<file path="src/rtl/tmr_pkg.sv">
`timescale 1ns/1ps
package tmr_pkg;
  typedef enum logic [1:0] {
    MODE_FREE = 2'd0,
    MODE_CTC  = 2'd1,
    MODE_FAST = 2'd2,
    MODE_DUAL = 2'd3
  } tmr_mode_e;

  typedef enum logic [1:0] {
    ACT_NONE   = 2'd0,
    ACT_TOGGLE = 2'd1,
    ACT_CLEAR  = 2'd2,
    ACT_SET    = 2'd3
  } tmr_act_e;

  localparam logic [2:0] CS_STOP     = 3'd0;
  localparam logic [2:0] CS_DIV1     = 3'd1;
  localparam logic [2:0] CS_DIV8     = 3'd2;
  localparam logic [2:0] CS_DIV64    = 3'd3;
  localparam logic [2:0] CS_DIV256   = 3'd4;
  localparam logic [2:0] CS_DIV1024  = 3'd5;
  localparam logic [2:0] CS_EXT_FALL = 3'd6;
  localparam logic [2:0] CS_EXT_RISE = 3'd7;
endpackage

</file>
<file path="src/rtl/tmr_clksel.sv">
`timescale 1ns/1ps
module tmr_clksel
  import tmr_pkg::*;
#(
  parameter int PRE_W = 10
) (
  input  logic       clk,
  input  logic       rst,
  input  logic [2:0] sel,
  input  logic       ext_pin,
  output logic       tick
);
  logic [PRE_W-1:0] pre_q;
  logic [1:0]       sync_q;
  logic             prev_q;
  int               shamt;
  logic [PRE_W-1:0] mask;
  logic             div_hit;
  logic             ext_rise;
  logic             ext_fall;

  // free-running prescaler and pin synchronizer
  always_ff @(posedge clk) begin
    if (rst) begin
      pre_q  <= '0;
      sync_q <= '0;
      prev_q <= 1'b0;
    end else begin
      pre_q  <= pre_q + 1'b1;
      sync_q <= {sync_q[0], ext_pin};
      prev_q <= sync_q[1];
    end
  end

  always_comb begin
    case (sel)
      CS_DIV8:    shamt = 3;
      CS_DIV64:   shamt = 6;
      CS_DIV256:  shamt = 8;
      CS_DIV1024: shamt = 10;
      default:    shamt = 0;
    endcase
  end

  assign mask     = PRE_W'((32'd1 << shamt) - 32'd1);
  assign div_hit  = &(pre_q | ~mask);
  assign ext_rise = sync_q[1] & ~prev_q;
  assign ext_fall = ~sync_q[1] & prev_q;

  always_comb begin
    case (sel)
      CS_STOP:     tick = 1'b0;
      CS_EXT_FALL: tick = ext_fall;
      CS_EXT_RISE: tick = ext_rise;
      default:     tick = div_hit;
    endcase
  end
endmodule

</file>
<file path="src/rtl/tmr_core.sv">
`timescale 1ns/1ps
module tmr_core
  import tmr_pkg::*;
#(
  parameter int W = 8
) (
  input  logic         clk,
  input  logic         rst,
  input  logic         tick,
  input  tmr_mode_e    mode,
  input  logic         cnt_wr,
  input  logic [W-1:0] cnt_wdata,
  input  logic         cmp_wr,
  input  logic [W-1:0] cmp_wdata,
  input  logic [1:0]   flag_clr,
  output logic [W-1:0] count,
  output logic         dir_down,
  output logic         match_evt,
  output logic         top_wrap,
  output logic         ovf_flag,
  output logic         cmp_flag
);
  localparam logic [W-1:0] TOP = '1;
  localparam logic [W-1:0] BOT = '0;

  logic [W-1:0] cnt_q, cnt_d, ocr_buf_q, ocr_act_q, ocr_new;
  logic         down_q, down_d, blk_q;
  logic         step, at_top, at_bot, is_pwm, ovf_evt, load_evt;
  logic         ovf_q, cmp_q;

  assign step      = tick && !cnt_wr;
  assign at_top    = (cnt_q == TOP);
  assign at_bot    = (cnt_q == BOT);
  assign is_pwm    = (mode == MODE_FAST) || (mode == MODE_DUAL);
  assign match_evt = step && !blk_q && (cnt_q == ocr_act_q);
  assign top_wrap  = step && at_top && (mode != MODE_DUAL);
  assign ocr_new   = cmp_wr ? cmp_wdata : ocr_buf_q;

  always_comb begin
    cnt_d    = cnt_q;
    down_d   = (mode == MODE_DUAL) ? down_q : 1'b0;
    ovf_evt  = 1'b0;
    load_evt = 1'b0;
    if (cnt_wr) begin
      cnt_d = cnt_wdata;
    end else if (tick) begin
      case (mode)
        MODE_FREE: begin
          cnt_d   = cnt_q + 1'b1;
          ovf_evt = at_top;
        end
        MODE_CTC: begin
          cnt_d   = match_evt ? BOT : cnt_q + 1'b1;
          ovf_evt = at_top;
        end
        MODE_FAST: begin
          cnt_d    = cnt_q + 1'b1;
          ovf_evt  = at_top;
          load_evt = at_top;
        end
        default: begin
          if (!down_q) begin
            if (at_top) begin
              down_d   = 1'b1;
              cnt_d    = TOP - 1'b1;
              load_evt = 1'b1;
            end else begin
              cnt_d = cnt_q + 1'b1;
            end
          end else begin
            if (at_bot) begin
              down_d  = 1'b0;
              cnt_d   = BOT + 1'b1;
              ovf_evt = 1'b1;
            end else begin
              cnt_d = cnt_q - 1'b1;
            end
          end
        end
      endcase
    end
  end

  always_ff @(posedge clk) begin
    if (rst) begin
      cnt_q     <= '0;
      down_q    <= 1'b0;
      blk_q     <= 1'b0;
      ocr_buf_q <= '0;
      ocr_act_q <= '0;
      ovf_q     <= 1'b0;
      cmp_q     <= 1'b0;
    end else begin
      cnt_q  <= cnt_d;
      down_q <= down_d;
      if (cnt_wr)    blk_q <= 1'b1;
      else if (tick) blk_q <= 1'b0;
      if (cmp_wr) ocr_buf_q <= cmp_wdata;
      if (!is_pwm || load_evt) ocr_act_q <= ocr_new;
      ovf_q <= ovf_evt   | (ovf_q & ~flag_clr[0]);
      cmp_q <= match_evt | (cmp_q & ~flag_clr[1]);
    end
  end

  assign count    = cnt_q;
  assign dir_down = down_q;
  assign ovf_flag = ovf_q;
  assign cmp_flag = cmp_q;


  no_tick_hold_chk: assert property (@(posedge clk) disable iff (rst)
    (!tick && !cnt_wr) |=> $stable(cnt_q));

  free_wrap_chk: assert property (@(posedge clk) disable iff (rst)
    (step && mode == MODE_FREE && at_top) |=> (cnt_q == BOT && ovf_q));

  ctc_clear_chk: assert property (@(posedge clk) disable iff (rst)
    (match_evt && mode == MODE_CTC) |=> (cnt_q == BOT && cmp_q));

  dual_turn_chk: assert property (@(posedge clk) disable iff (rst)
    (step && mode == MODE_DUAL && at_top && !down_q) |=> (cnt_q == TOP - 1'b1 && down_q));

  blocked_match_chk: assert property (@(posedge clk) disable iff (rst)
    (tick && blk_q && !cmp_q) |=> !cmp_q);

  flag_clear_chk: assert property (@(posedge clk) disable iff (rst)
    (flag_clr[0] && !ovf_evt) |=> !ovf_q);
endmodule

</file>
<file path="src/rtl/tmr_wave.sv">
`timescale 1ns/1ps
module tmr_wave
  import tmr_pkg::*;
(
  input  logic      clk,
  input  logic      rst,
  input  tmr_mode_e mode,
  input  tmr_act_e  act,
  input  logic      force_cmp,
  input  logic      match_evt,
  input  logic      top_wrap,
  input  logic      dir_down,
  output logic      wave
);
  logic wave_q, wave_d;

  always_comb begin
    wave_d = wave_q;
    case (mode)
      MODE_FAST: begin
        if (act == ACT_CLEAR) begin
          if (top_wrap)       wave_d = 1'b1;
          else if (match_evt) wave_d = 1'b0;
        end else if (act == ACT_SET) begin
          if (top_wrap)       wave_d = 1'b0;
          else if (match_evt) wave_d = 1'b1;
        end
      end
      MODE_DUAL: begin
        if (match_evt) begin
          if (act == ACT_CLEAR)    wave_d = dir_down;
          else if (act == ACT_SET) wave_d = !dir_down;
        end
      end
      default: begin
        if (match_evt || force_cmp) begin
          case (act)
            ACT_TOGGLE: wave_d = !wave_q;
            ACT_CLEAR:  wave_d = 1'b0;
            ACT_SET:    wave_d = 1'b1;
            default:    wave_d = wave_q;
          endcase
        end
      end
    endcase
  end

  always_ff @(posedge clk) begin
    if (rst) wave_q <= 1'b0;
    else     wave_q <= wave_d;
  end

  assign wave = wave_q;


  pwm_force_chk: assert property (@(posedge clk) disable iff (rst)
    (force_cmp && (mode == MODE_FAST || mode == MODE_DUAL) && !match_evt && !top_wrap)
      |=> $stable(wave_q));

  fast_bottom_chk: assert property (@(posedge clk) disable iff (rst)
    (top_wrap && mode == MODE_FAST && act == ACT_CLEAR) |=> wave_q);
endmodule

</file>
<file path="src/rtl/pwm_timer8.sv">
`timescale 1ns/1ps
module pwm_timer8
  import tmr_pkg::*;
#(
  parameter int CNT_W = 8,
  parameter int PRE_W = 10
) (
  input  logic             clk,
  input  logic             rst,
  input  logic             cfg_wr,
  input  logic [1:0]       cfg_mode,
  input  logic [1:0]       cfg_act,
  input  logic [2:0]       cfg_clk,
  input  logic             cnt_wr,
  input  logic [CNT_W-1:0] cnt_wdata,
  input  logic             cmp_wr,
  input  logic [CNT_W-1:0] cmp_wdata,
  input  logic             force_cmp,
  input  logic [1:0]       flag_clr,
  input  logic             ext_pin,
  output logic [CNT_W-1:0] count,
  output logic             wave_out,
  output logic             ovf_flag,
  output logic             cmp_flag
);
  tmr_mode_e mode_q;
  tmr_act_e  act_q;
  logic [2:0] sel_q;
  logic tick, match_evt, top_wrap, dir_down;

  always_ff @(posedge clk) begin
    if (rst) begin
      mode_q <= MODE_FREE;
      act_q  <= ACT_NONE;
      sel_q  <= CS_STOP;
    end else if (cfg_wr) begin
      mode_q <= tmr_mode_e'(cfg_mode);
      act_q  <= tmr_act_e'(cfg_act);
      sel_q  <= cfg_clk;
    end
  end

  tmr_clksel #(.PRE_W(PRE_W)) u_clksel (
    .clk(clk), .rst(rst), .sel(sel_q), .ext_pin(ext_pin), .tick(tick)
  );

  tmr_core #(.W(CNT_W)) u_core (
    .clk(clk), .rst(rst), .tick(tick), .mode(mode_q),
    .cnt_wr(cnt_wr), .cnt_wdata(cnt_wdata),
    .cmp_wr(cmp_wr), .cmp_wdata(cmp_wdata), .flag_clr(flag_clr),
    .count(count), .dir_down(dir_down), .match_evt(match_evt),
    .top_wrap(top_wrap), .ovf_flag(ovf_flag), .cmp_flag(cmp_flag)
  );

  tmr_wave u_wave (
    .clk(clk), .rst(rst), .mode(mode_q), .act(act_q), .force_cmp(force_cmp),
    .match_evt(match_evt), .top_wrap(top_wrap), .dir_down(dir_down),
    .wave(wave_out)
  );
endmodule

</file>
<file path="config.mk">
export PLATFORM = sky130hd
export DESIGN_NAME = pwm_timer8
export DESIGN_NICKNAME = d
export VERILOG_FILES = /design/src/rtl/tmr_pkg.sv /design/src/rtl/tmr_clksel.sv /design/src/rtl/tmr_core.sv /design/src/rtl/tmr_wave.sv /design/src/rtl/pwm_timer8.sv
export SDC_FILE = /design/constraint.sdc
export NUM_CORES = 1
export LEC_CHECK = 0
export ABC_AREA = 1
export CAP_MARGIN = 20
export CELL_PAD_IN_SITES_DETAIL_PLACEMENT = 1
export CELL_PAD_IN_SITES_GLOBAL_PLACEMENT = 1
export CORE_ASPECT_RATIO = 0.7
export CORE_UTILIZATION = 34
export DETAILED_ROUTE_END_ITERATION = 10
export GPL_TIMING_DRIVEN = 0
export PLACE_DENSITY_LB_ADDON = 0.1
export SLEW_MARGIN = 10
export SYNTH_ARGS = -nofsm -noshare
export SYNTH_HDL_FRONTEND = slang
export SYNTH_SLANG_ARGS = --single-unit
</file>
<file path="constraint.sdc">
create_clock -name clk -period 1.9 [get_ports clk]
set_input_delay 0.57 -clock clk [delete_from_list [all_inputs] [get_ports clk]]
set_output_delay 0.57 -clock clk [all_outputs]
set_load 0.01 [all_outputs]
</file>
==> flow_summary.yaml <==
synth:
  netlist.area_leader.share_pct: 35.4
  synthCells: 422
  syn_area_per_cell_um2: 6.57
  synth.distinct_cells: 35
  synth.top_cells.by_area: "dfxtp_1 (35%), nand2_1 (13%), nor2_1 (8.0%)"
  synthesis.area_um2: 2770
  synth-edff-count: 0
  synth.most_common_cell: "nand2_1"
  ys_top_cells_by_count: "nand2_1 (97), nor2_1 (59), inv_1 (51)"
  synth_seq_cells: 49
  synthesis.nets: 458
  synthArstFlopShare_pct: 0
  ys.flop_type: "dfxtp_1"
  yosysSeqAreaShare_pct: 35.4
  yosys_warnings: 0
  synth_top_cell_by_area: "dfxtp_1"
clocking:
  htree_levels: 2
  cts_buffer_depth: 2
  cts_hold_buf: 0
  clkTransAtPathRegs_ns: 0.07
  clock_latency_ns: 0.30
  tritoncts: "yes"
  cts-root-buf: "clkbuf_16"
  clock_sinks: 49
  cts_buffers: 5
global_route:
  grt_max_degree: 16
  overflow: 0
  grt_pass1_wl_um: 15000
  antenna_found_initial: 0
  grt_pass1_vias: 3088
  gr-usage-all-layers_pct: 23.0
run_status:
  failed_checks: "negative setup slack"
  status: "finished with violations"
sta:
  finalSetupTns_ns: -7.39
  worst_slew_pin_slew_ns: 0.728
  fmax_mhz: 429
  period_share_pct: 123
  setup_viol: 21
  period_minus_slack_ns: 2.33
  slew_headroom_pct: 51.5
  hold_viol: 0
  setup_slack_ns: -0.431
  finClkSkew_ns: 0.00431
  slew_viol_final: 0
  grt_setup_unrepaired: "yes"
route:
  ant_nets: 0
  first_iter_violations: 140
  num_vias: 3004
  via_per_inst: 5.11
  wirelength_um: 9280
  drc: 0
  routedWlPerCell_um: 15.8
  firstDrtPassIters: 4
worst_setup_path:
  critical_path_class: "reg -> reg"
  crit_slowest_cell: "dfxtp_4"
  worstPathRequired_ns: 2.14
  endpoint_kind: "register"
  crit_chain: "inv_6 > nand3_4 > nand3_4 > ha_4 > inv_2 > nand2_1 > nand2_1 > nor2_1 > nand3_1 > nor2_1 > nand2_1 > nand2_4 > nand3_4 > a21oi_4 > buf_6 > o21ai_4 > a21oi_2"
  worst-r2r-setup-slack_ns: -0.43
  crit_path_start_kind: "register"
  critPathArrivalTime_ns: 2.57
  max_stage_delay_ns: 0.40
  path_max_fanout: 8
pwr:
  power_frac_seq_pct: 42.9
  swShare_pct: 31.4
  power.internal_mw: 1.86
  power_mw: 2.72
  p_leak_nw: 1.61
  power_per_cell_area_nw_per_um2: 728
  p_sw_mw: 0.852
  peakVddDrop_mv: 0.394
  p_comb_share_pct: 23.5
  pwr-share-clk_pct: 33.6
place:
  hpwlAfterDp_um: 6540
  placedCellCount: 564
  place.port_buffers: 41
  placed_area_um2: 3320
  gp_congestion: 0.884
finish:
  layout-drive-gt1-share_pct: 15.2
  nNetsFinal: 522
  fin_area_um2: 3730
  fill_cells: 1029
  n_antenna_cell: 0
  final_util_pct: 47.4
  final_cells: 588
  syn_to_final_growth_pct: 34.5
min_path:
  hp-class: "reg -> reg"
floorplan:
  die_area_um2: 8530
  core-area_um2: 7870
  start_util_pct: 35.2
  die_y_um: 77.6
  fp.dieW_um: 110
  io_pins: 43
  fp-row-count: 27
job:
  maxCapViolCount: 0
[path summary, 6_finish.rpt]
kind,from,endpoint,cells after the start
hold / removal,u_clksel.sync_q[0]$_SDFF_PP0_,u_clksel.sync_q[1]$_SDFF_PP0_,2
setup / recovery,sel_q[2]$_SDFFE_PP0P_,u_core.ocr_act_q[7]$_SDFFE_PP0P_,17
hold reg to reg,u_clksel.sync_q[0]$_SDFF_PP0_,u_clksel.sync_q[1]$_SDFF_PP0_,2
setup reg to reg,sel_q[2]$_SDFFE_PP0P_,u_core.ocr_act_q[7]$_SDFFE_PP0P_,17
[final cells by class]
class | instances | area (um^2) | area share (%)
clock buffers | 6 | 129 | 3.45
clock inverters | 2 | 13.8 | 0.369
flip-flops and latches | 49 | 1000 | 26.9
multi-input cells | 304 | 1640 | 44.0
inverters | 56 | 220 | 5.90
repair buffers | 57 | 534 | 14.3
plain buffers | 13 | 62.6 | 1.68
well taps | 101 | 126 | 3.39
[metal layers]
metal | global-route usage (%) | vias to the layer above | routed length, um
met5 | 0 | - | 0
met1 | 31.7 | 1435 | 4530
met4 | 7.20 | 0 | 121
li1 | - | 1487 | -
met2 | 35.2 | 70 | 3970
met3 | 5.46 | 12 | 657
[through the flow]
stage	setup slack, ns	hold slack [ns]
final	-0.431	0.405
after global routing	-0.579	0.429
after CTS	-0.312	0.410
after floorplan	0.0413	0.388
after global placement	-0.464	0.394
after detailed placement	-0.504	0.401
[critical path, delay by kind of cell, from the launching register on]
family	cells	cell delay, ns
AO/OA/AOI/OAI	3	0.43
AND/OR/NAND/NOR	10	0.92
buffers and inverters	3	0.25
flip-flops	1	0.40
adder cells (fa/ha/maj)	1	0.27
[flip-flops by register name, indices dropped and copies added (netlist names)]
name	cells
u_wave.wave	1
mode_q	2
u_core.blk_q	1
u_core.cmp_flag	1
u_clksel.sync_q	2
u_clksel.prev_q	1
u_core.count	8
u_core.ocr_buf_q	8
u_clksel.pre_q	10
sel_q	3
u_core.ovf_flag	1
act_q	2
u_core.dir_down	1
u_core.ocr_act_q	8
[what timing repair did]
action                                  4_1_cts  5_1_grt
pin swaps                                    10       13
buffers inserted                             11        5
gates cloned                                  1        0
resized for setup                            29       20
endpoints found under the setup margin       36       35
[power groups by stage]
stage / Sequential, mW / Combinational [mW] / Clock, mW
floorplan: 1.16 / 0.344 / 0
global placement: 1.18 / 0.534 / 0
detailed placement: 1.18 / 0.548 / 0
CTS: 1.16 / 0.609 / 0.936
global route: 1.17 / 0.719 / 0.969
finish: 1.17 / 0.639 / 0.911
[placed cells by master, fill, tap and decap left out, types with 7 or more instances in the layout]
cell type	count
nand3_1	14
nand4_1	7
xor2_1	8
inv_1	47
nand2_1	95
o21ai_0	27
clkdlybuf4s50_1	41
buf_4	15
a21oi_1	34
dfxtp_1	40
mux2i_1	8
nor2_1	57
clkbuf_1	8
[logic make-up after synthesis]
logic type               after synthesis  synth area share (%)
XOR/XNOR                               9                  2.84
buffers and inverters                 69                  9.74
other                                  1                 0.135
flip-flops                            49                  35.4
AND/OR/NAND/NOR                      199                  30.8
multiplexers                           8                  2.89
AO/OA/AOI/OAI                         83                  16.4
adder cells (fa/ha/maj)                4                  1.80
Power figures use the tool's default switching activity.
